**config.mk**
```make
export PLATFORM = sky130hd
export DESIGN_NAME = bytelane_dmem_if
export DESIGN_NICKNAME = d
export VERILOG_FILES = /design/src/rtl/bytelane_dmem_pkg.sv /design/src/rtl/bytelane_dmem_decode.sv /design/src/rtl/bytelane_dmem_lanes.sv /design/src/rtl/bytelane_dmem_extract.sv /design/src/rtl/bytelane_dmem_if.sv
export SDC_FILE = /design/constraint.sdc
export NUM_CORES = 1
export LEC_CHECK = 0
export BUFFER_PORTS_ARGS = -buffer_cell sky130_fd_sc_hd__buf_2
export CORE_ASPECT_RATIO = 1.75
export CORE_MARGIN = 2
export CORE_UTILIZATION = 40
export CTS_CLUSTER_SIZE = 16
export DETAILED_ROUTE_END_ITERATION = 8
export GPL_ROUTABILITY_DRIVEN = 0
export PLACE_DENSITY_LB_ADDON = 0.12
export SLEW_MARGIN = 40
export SYNTH_ARGS = -nofsm -noshare
export SYNTH_HDL_FRONTEND = slang
export SYNTH_HIERARCHICAL = 1
export SYNTH_SLANG_ARGS = --single-unit
```
**constraint.sdc**
```tcl
create_clock -name clk -period 5.6 [get_ports clk]
set_input_delay 0.56 -clock clk [delete_from_list [all_inputs] [get_ports clk]]
set_output_delay 0.56 -clock clk [all_outputs]
set_load 0.05 [all_outputs]
```
**src/rtl/bytelane_dmem_pkg.sv**
```systemverilog
package bytelane_dmem_pkg;

  typedef enum logic [1:0] {
    SZ_BYTE = 2'd0,
    SZ_HALF = 2'd1,
    SZ_WORD = 2'd2
  } acc_size_e;

  typedef struct packed {
    logic      is_ld;
    logic      is_st;
    acc_size_e size;
    logic      sext;
  } acc_ctl_t;

  localparam logic [5:0] OPC_LB  = 6'b100000;
  localparam logic [5:0] OPC_LH  = 6'b100001;
  localparam logic [5:0] OPC_LW  = 6'b100011;
  localparam logic [5:0] OPC_LBU = 6'b100100;
  localparam logic [5:0] OPC_LHU = 6'b100101;
  localparam logic [5:0] OPC_SB  = 6'b101000;
  localparam logic [5:0] OPC_SH  = 6'b101001;
  localparam logic [5:0] OPC_SW  = 6'b101011;

endpackage

```
**src/rtl/bytelane_dmem_decode.sv**
```systemverilog
module bytelane_dmem_decode
  import bytelane_dmem_pkg::*;
(
  input  logic [5:0] opcode,
  output acc_ctl_t   ctl
);

  always_comb begin
    ctl = '{is_ld: 1'b0, is_st: 1'b0, size: SZ_BYTE, sext: 1'b0};
    unique case (opcode)
      OPC_LB:  ctl = '{is_ld: 1'b1, is_st: 1'b0, size: SZ_BYTE, sext: 1'b1};
      OPC_LBU: ctl = '{is_ld: 1'b1, is_st: 1'b0, size: SZ_BYTE, sext: 1'b0};
      OPC_LH:  ctl = '{is_ld: 1'b1, is_st: 1'b0, size: SZ_HALF, sext: 1'b1};
      OPC_LHU: ctl = '{is_ld: 1'b1, is_st: 1'b0, size: SZ_HALF, sext: 1'b0};
      OPC_LW:  ctl = '{is_ld: 1'b1, is_st: 1'b0, size: SZ_WORD, sext: 1'b0};
      OPC_SB:  ctl = '{is_ld: 1'b0, is_st: 1'b1, size: SZ_BYTE, sext: 1'b0};
      OPC_SH:  ctl = '{is_ld: 1'b0, is_st: 1'b1, size: SZ_HALF, sext: 1'b0};
      OPC_SW:  ctl = '{is_ld: 1'b0, is_st: 1'b1, size: SZ_WORD, sext: 1'b0};
      default: ;
    endcase
  end

endmodule

```
**src/rtl/bytelane_dmem_lanes.sv**
```systemverilog
module bytelane_dmem_lanes
  import bytelane_dmem_pkg::*;
#(
  parameter int DATA_W  = 32,
  localparam int LANES   = DATA_W / 8,
  localparam int LANE_AW = $clog2(LANES),
  localparam int HALVES  = LANES / 2
) (
  input  logic               go,
  input  acc_ctl_t           ctl,
  input  logic [LANE_AW-1:0] lane_off,
  input  logic [DATA_W-1:0]  st_data,
  output logic               misal,
  output logic               rd_go,
  output logic               wr_go,
  output logic [LANES-1:0]   we,
  output logic [DATA_W-1:0]  wdata
);

  logic known;

  always_comb begin
    known = ctl.is_ld | ctl.is_st;
    misal = 1'b0;
    if (go && known) begin
      unique case (ctl.size)
        SZ_WORD: misal = (lane_off != '0);
        SZ_HALF: misal = lane_off[0];
        default: misal = 1'b0;
      endcase
    end
    rd_go = go & ctl.is_ld & ~misal;
    wr_go = go & ctl.is_st & ~misal;
  end

  always_comb begin
    unique case (ctl.size)
      SZ_WORD: wdata = st_data;
      SZ_HALF: wdata = {HALVES{st_data[15:0]}};
      default: wdata = {LANES{st_data[7:0]}};
    endcase
  end

  for (genvar i = 0; i < LANES; i++) begin : g_lane
    localparam logic [LANE_AW-1:0] IDX = LANE_AW'(i);
    logic hit;
    always_comb begin
      unique case (ctl.size)
        SZ_WORD: hit = 1'b1;
        SZ_HALF: hit = (IDX[LANE_AW-1:1] == lane_off[LANE_AW-1:1]);
        default: hit = (IDX == lane_off);
      endcase
      we[i] = wr_go & hit;
    end
  end

endmodule

```
**src/rtl/bytelane_dmem_extract.sv**
```systemverilog
module bytelane_dmem_extract
  import bytelane_dmem_pkg::*;
#(
  parameter int DATA_W  = 32,
  localparam int LANE_AW = $clog2(DATA_W / 8)
) (
  input  logic [DATA_W-1:0]  rdata,
  input  logic [LANE_AW-1:0] lane_off,
  input  acc_size_e          size,
  input  logic               sext,
  output logic [DATA_W-1:0]  value
);

  logic [7:0]  sel_b;
  logic [15:0] sel_h;

  always_comb begin
    sel_b = rdata[{lane_off, 3'b000} +: 8];
    sel_h = rdata[{lane_off[LANE_AW-1:1], 4'b0000} +: 16];
    unique case (size)
      SZ_WORD: value = rdata;
      SZ_HALF: value = {{(DATA_W-16){sext & sel_h[15]}}, sel_h};
      default: value = {{(DATA_W-8){sext & sel_b[7]}}, sel_b};
    endcase
  end

endmodule

```
**src/rtl/bytelane_dmem_if.sv**
```systemverilog
module bytelane_dmem_if
  import bytelane_dmem_pkg::*;
#(
  parameter int ADDR_W = 32,
  parameter int OFF_W  = 16,
  parameter int DATA_W = 32,
  localparam int LANES   = DATA_W / 8,
  localparam int LANE_AW = $clog2(LANES),
  localparam int WADDR_W = ADDR_W - LANE_AW
) (
  input  logic               clk,
  input  logic               rst_n,
  input  logic               req_valid,
  input  logic [5:0]         opcode,
  input  logic [ADDR_W-1:0]  base,
  input  logic [OFF_W-1:0]   offset,
  input  logic [DATA_W-1:0]  st_data,
  output logic [WADDR_W-1:0] ram_addr,
  output logic               ram_en,
  output logic [LANES-1:0]   ram_we,
  output logic [DATA_W-1:0]  ram_wdata,
  input  logic [DATA_W-1:0]  ram_rdata,
  output logic [DATA_W-1:0]  ld_data,
  output logic               ld_valid,
  output logic               align_err
);

  acc_ctl_t           ctl;
  logic [ADDR_W-1:0]  eff_addr;
  logic               rd_go;
  logic               wr_go;

  // load context held across the synchronous read
  logic               pend_q, pend_d;
  logic               cap_en;
  logic [LANE_AW-1:0] off_q, off_d;
  acc_size_e          size_q, size_d;
  logic               sext_q, sext_d;

  assign eff_addr = base + {{(ADDR_W-OFF_W){offset[OFF_W-1]}}, offset};

  bytelane_dmem_decode u_dec (
    .opcode (opcode),
    .ctl    (ctl)
  );

  bytelane_dmem_lanes #(.DATA_W(DATA_W)) u_lanes (
    .go       (req_valid),
    .ctl      (ctl),
    .lane_off (eff_addr[LANE_AW-1:0]),
    .st_data  (st_data),
    .misal    (align_err),
    .rd_go    (rd_go),
    .wr_go    (wr_go),
    .we       (ram_we),
    .wdata    (ram_wdata)
  );

  assign ram_addr = eff_addr[ADDR_W-1:LANE_AW];
  assign ram_en   = rd_go | wr_go;

  always_comb begin
    pend_d = rd_go;
    cap_en = rd_go;
    off_d  = eff_addr[LANE_AW-1:0];
    size_d = ctl.size;
    sext_d = ctl.sext;
  end

  always_ff @(posedge clk or negedge rst_n) begin
    if (!rst_n) begin
      pend_q <= 1'b0;
      off_q  <= '0;
      size_q <= SZ_BYTE;
      sext_q <= 1'b0;
    end else begin
      pend_q <= pend_d;
      if (cap_en) begin
        off_q  <= off_d;
        size_q <= size_d;
        sext_q <= sext_d;
      end
    end
  end

  bytelane_dmem_extract #(.DATA_W(DATA_W)) u_ext (
    .rdata    (ram_rdata),
    .lane_off (off_q),
    .size     (size_q),
    .sext     (sext_q),
    .value    (ld_data)
  );

  assign ld_valid = pend_q;

endmodule

```
==> results.yml, run 1 <==
outcome:
  status: "complete, no violations"
setup_path:
  rr_worst_depth: 1
  r2r_start: "off_q[1]"
  critPathMaxFanout: 24
  reg2reg_slack_ns: 4.50
  arrival_ns: 3.18
  worst_setup_path_start_kind: "primary input"
  r2r_end: "off_q[1]"
  worstSetupEndpointType: "output pin"
  crit_required_ns: 5.04
  worstSetupPathType: "in -> out"
min_path:
  hp-class: "in -> async"
cells_and_area:
  final_util: 0.5230
  syn_to_final_growth_pct: 26.64
  nets: 807
  fin_area_sq_um: 4348
  area.sequential_sq_um: 150.1
  final_cells: 763
  antenna_cells: 0
  nFillCells: 896
  drive_above_1_share: 0.3873
  multi_input_area_sq_um: 2809
yosys:
  synth.distinct_cells: 67
  ys_ff_latch: 6
  ys.warnings.count: 6
  ys_top_cells_by_area: "ha_1 (13%), nand2_1 (9.1%), buf_4 (8.5%)"
  synth_top_cell_by_area: "ha_1"
  netlist_top_cells_count: "nand2_1 (83), buf_4 (39), ha_1 (35)"
  syn-num-nets: 643
  avgSynthCellArea_sq_um: 7.064
  synth_top_area_frac: 0.1276
  postSynthCellCount: 486
  yosysSeqAreaShare: 0.04373
  synth_area_sq_um: 3433
  ys.flop_type: "dfrtp_1"
  async_flop_share: 1.000
  synth-edff-count: 0
  synth_most_common_cell: "nand2_1"
floorplanning:
  io_pins: 222
  die_h_um: 126.6
  rows: 44
  die_area_sq_um: 9370
  core_sq_um: 8313
  initial_core_util: 0.4130
  die-width_um: 74.04
place:
  place_ws_ns: 1.871
  dp_cells: 760
  place_area_sq_um: 4273
  place.port_buffers: 221
  dp_hpwl_mm: 9.936
clocking:
  holdBufCountCts: 0
  cts_tree: "yes"
  cts_buffer_depth: 2
  numCtsBuffers: 3
  cts_setup_buffers: 0
  insertion_delay_ns: 0.22
  clk_pin_slew_worst_paths_ns: 0.03
  cts.sinks: 6
  cts-resized-gates: 0
  cts_max_level: 1
  cts-root-buf: "clkbuf_16"
sta:
  setup_tns_ns: 0
  setup_slack_ns: 1.862
  skew_ns: 0
  min_period_over_period: 0.6674
  finalHoldViolations: 0
  setup_viol: 0
  slew_headroom: 0.5240
  tightestPinTransition_ns: 0.7140
  hold_ws_ns: 0.1541
  timing.final.crit_period_ns: 3.738
  rsz0062_at_grt: "false"
  fmax_mhz: 267.5
  slew_violations: 0
detailed_routing:
  wire_per_inst_um: 15.26
  ant_nets: 0
  drt-total-wl_mm: 11.64
  drt-initial-drc-count: 234
  dr.pass1.iters: 4
  viasPerCell: 5.484
  vias: 4184
  drc: 0
run:
  cap_violations: 0
global_routing:
  grt_usage: 0.2352
  grt_pass1_wl_mm: 18.20
  overflow: 0
  grt_pass1_vias: 4009
  antenna_found_initial: 0
  grt_max_degree: 25
pwr:
  p_total_mw: 1.012
  p_leak_nw: 2.506
  ir_drop_mv: 0.1267
  power_density_nw_per_um2: 232.8
routing by layer:
metal	global-route usage	vias to the layer above	part of all wire
met4	0.04064	0	0.017
met1	0.2672	1952	0.38
li1	-	2065	-
met2	0.4554	150	0.55
met5	0	-	0
met3	0.02621	17	0.052
final cells by class:
cell class	instances	share of cell area
multi-input cells	402	0.6460
repair buffers	222	0.2561
flip-flops and latches	6	0.03453
well taps	115	0.03309
clock buffers	3	0.01727
inverters	15	0.01295
where the power goes:
part           switching (mW)  internal (mW)  total, mW
logic                   0.590          0.242      0.832
clock network          0.0217         0.0914      0.113
registers              0.0185         0.0489     0.0674
total                   0.630          0.382       1.01
cells in the final DEF, fill, tap and decap left out, drive strengths merged, types with 12 or more instances in the layout:
cell   count
mux2i     12
buf      222
nand2     83
inv       15
o21ai     25
a21o      20
xor2      15
a21oi     33
nor2      31
nand3     13
ha        35
xnor2     13
registers in the layout, summed over array words and instances (netlist names):
| name | flops |
|---|---|
| sext_q | 1 |
| size_q | 2 |
| ld_valid | 1 |
| off_q | 2 |
worst max path at each step:
| stage | from | end | slack (ns) |
|---|---|---|---|
| 3_3_place_gp | opcode[4] | ram_we[1] | 1.95 |
| 3_5_place_dp | opcode[4] | ram_we[0] | 1.87 |
| 6_report | opcode[4] | ram_we[0] | 1.86 |
| 5_1_grt | opcode[4] | ram_we[0] | 1.69 |
| 2_1_floorplan | opcode[4] | ram_we[2] | 1.74 |
| 4_1_cts | opcode[4] | ram_we[0] | 1.89 |
logic make-up after synthesis:
kind of cell    after synthesis  synth area share
compound gates              154            0.3404
xor+xnor                     28           0.07143
fa+ha+maj                    36            0.1334
buf+inv                      78            0.1381
flops                         6           0.04373
mux                          17           0.05139
simple gates                167            0.2216
worst max-delay path, cell delays in order:
cell	delay [ns]
buf_2	0.10
nand2b_4	0.15
a2111oi_2	0.46
inv_1	0.09
ha_1	0.76
or2_1	0.38
nor2_1	0.08
nor4_1	0.26
buf_2	0.33
No activity file was read; power rests on OpenSTA's default activity.
==> inputs of run 2 (changes only) <==
clock period = 3 ns   (was 5.6 ns; I/O delays follow)
==> results.yml, run 2 (synthesis gave the netlist of run 1 again) <==
outcome:
  status: "complete, no violations"
pwr:
  p_seq_frac: 0.056
  power.internal_uw: 754.1
  power_density_nw_per_um2: 422.2
  switching_share: 0.6132
  p_clk_frac: 0.109
  ir_drop_mv: 0.2739
  pwr-share-comb: 0.835
  power.net_switching_mw: 1.195
  p_leak_nw: 2.637
cells_and_area:
  drive_above_1_share: 0.4286
  nFillCells: 877
  nets: 831
  reg.largest.list: "off_q x2, size_q x2"
  fin_area_sq_um: 4618
  antenna_cells: 0
  syn_to_final_growth_pct: 34.51
  layout_commonest_cell: "buf_2"
  area.sequential_sq_um: 150.1
  final_cell_mix: "buf_2 (215), nand2_1 (83), ha_1 (35), nor2_1 (31), buf_4 (26)"
  multi_input_area_sq_um: 2882
  final_cells: 787
detailed_routing:
  wire_per_inst_um: 14.66
  drt-initial-drc-count: 256
  ant_nets: 0
  vias: 4181
  dr.pass1.iters: 4
  drc: 0
  drt-total-wl_mm: 11.54
  viasPerCell: 5.313
sta:
  skew_ns: 0
  slew_headroom: 0.5137
  timing.final.crit_period_ns: 2.901
  setup_viol: 0
  finalHoldViolations: 0
  hold_ws_ns: 0.4296
  min_period_over_period: 0.9669
  fmax_mhz: 344.7
  slew_violations: 0
  tightestPinTransition_ns: 0.7295
min_path:
  hp-class: "in -> async"
place:
  place_area_sq_um: 4463
  dp_hpwl_mm: 9.873
  dp_cells: 783
  place.port_buffers: 221
floorplanning:
  die-width_um: 74.04
  core_sq_um: 8313
  initial_core_util: 0.4130
  io_pins: 222
  rows: 44
  die_area_sq_um: 9370
  die_h_um: 126.6
global_routing:
  grtUsageMet2: 0.4280
  top_usage_layer: "met2"
  grt_use_met3: 0.02462
  use_met1: 0.2813
  grt_max_degree: 24
  grt_pass1_wl_mm: 18.24
  antenna_found_initial: 0
  overflow: 0
  grt_pass1_vias: 4064
  grt_usage: 0.2358
setup_path:
  critPathMaxFanout: 5
  worst_setup_path_start_kind: "primary input"
  crit_required_ns: 2.70
  worstSetupEndpointType: "output pin"
  cp-startpoint: "offset[10]"
  worstSetupPathType: "in -> out"
  r2r_start: "off_q[1]"
  arrival_ns: 2.60
clocking:
  cts_max_level: 1
  cts_buffer_depth: 2
  cts_setup_buffers: 0
  insertion_delay_ns: 0.22
  cts-root-buf: "clkbuf_16"
  clk_pin_slew_worst_paths_ns: 0.03
  cts.sinks: 6
  numCtsBuffers: 3
  cts_tree: "yes"
run:
  cap_violations: 0
==> run 2: final timing paths <==
path                                     end  slack [ns]  depth (start not counted)
max in group asynchronous          size_q[0]        2.43                          2
worst max register to register      off_q[1]        2.14                          1
worst min register to register     size_q[1]        0.54                          1
worst max-delay path            ram_addr[29]         0.1                         10
worst min-delay path                ld_valid        0.43                          2
min in group clk                    ld_valid        0.48                          4
==> run 2: power by group through the flow <==
stage	sequential, mW	combinational, mW	clock [mW]
5_1_grt	0.111	1.73	0.223
2_1_floorplan	0.105	1.34	0
4_1_cts	0.109	1.61	0.216
6_report	0.109	1.63	0.213
3_3_place_gp	0.109	1.59	0
3_5_place_dp	0.109	1.60	0
==> run 2: metal layers <==
| metal | vias to the layer above | wire length, um |
|---|---|---|
| met5 | - | 0 |
| met4 | 0 | 299 |
| met3 | 23 | 643 |
| met2 | 136 | 6178 |
| met1 | 1908 | 4414 |
| li1 | 2114 | - |
==> run 2: what timing repair did <==
item	CTS	global route
endpoints found under the setup margin	2	11
hold buffers	1	0
resized for setup	2	17
hold endpoints to repair	6	0
==> run 2: cell type report <==
type,instances,area share
flip-flops and latches,6,0.03251
repair buffers,246,0.2839
clock buffers,3,0.01626
multi-input cells,402,0.6239
well taps,115,0.03116
inverters,15,0.01219
==> run 2: critical path, cell delays in order <==
cell,delay [ns]
buf_2,0.10
ha_1,0.36
nand2_1,0.09
o21ai_1,0.27
nor2_1,0.11
a22oi_4,0.31
a31oi_4,0.15
o311a_1,0.35
or3_1,0.34
buf_2,0.22
==> run 2: through the flow <==
step | setup slack [ns] | power, mW | TNS, ns | utilization
2_1_floorplan | 0.1091 | 1.446 | 0 | -
3_3_place_gp | 0.03185 | 1.695 | 0 | 0.5369
3_5_place_dp | -0.009807 | 1.707 | -0.01348 | 0.5369
4_1_cts | 0.02975 | 1.933 | 0 | 0.5477
5_1_grt | -0.004391 | 2.065 | -0.004391 | 0.5555
6_report | 0.09924 | 1.950 | 0 | 0.5555
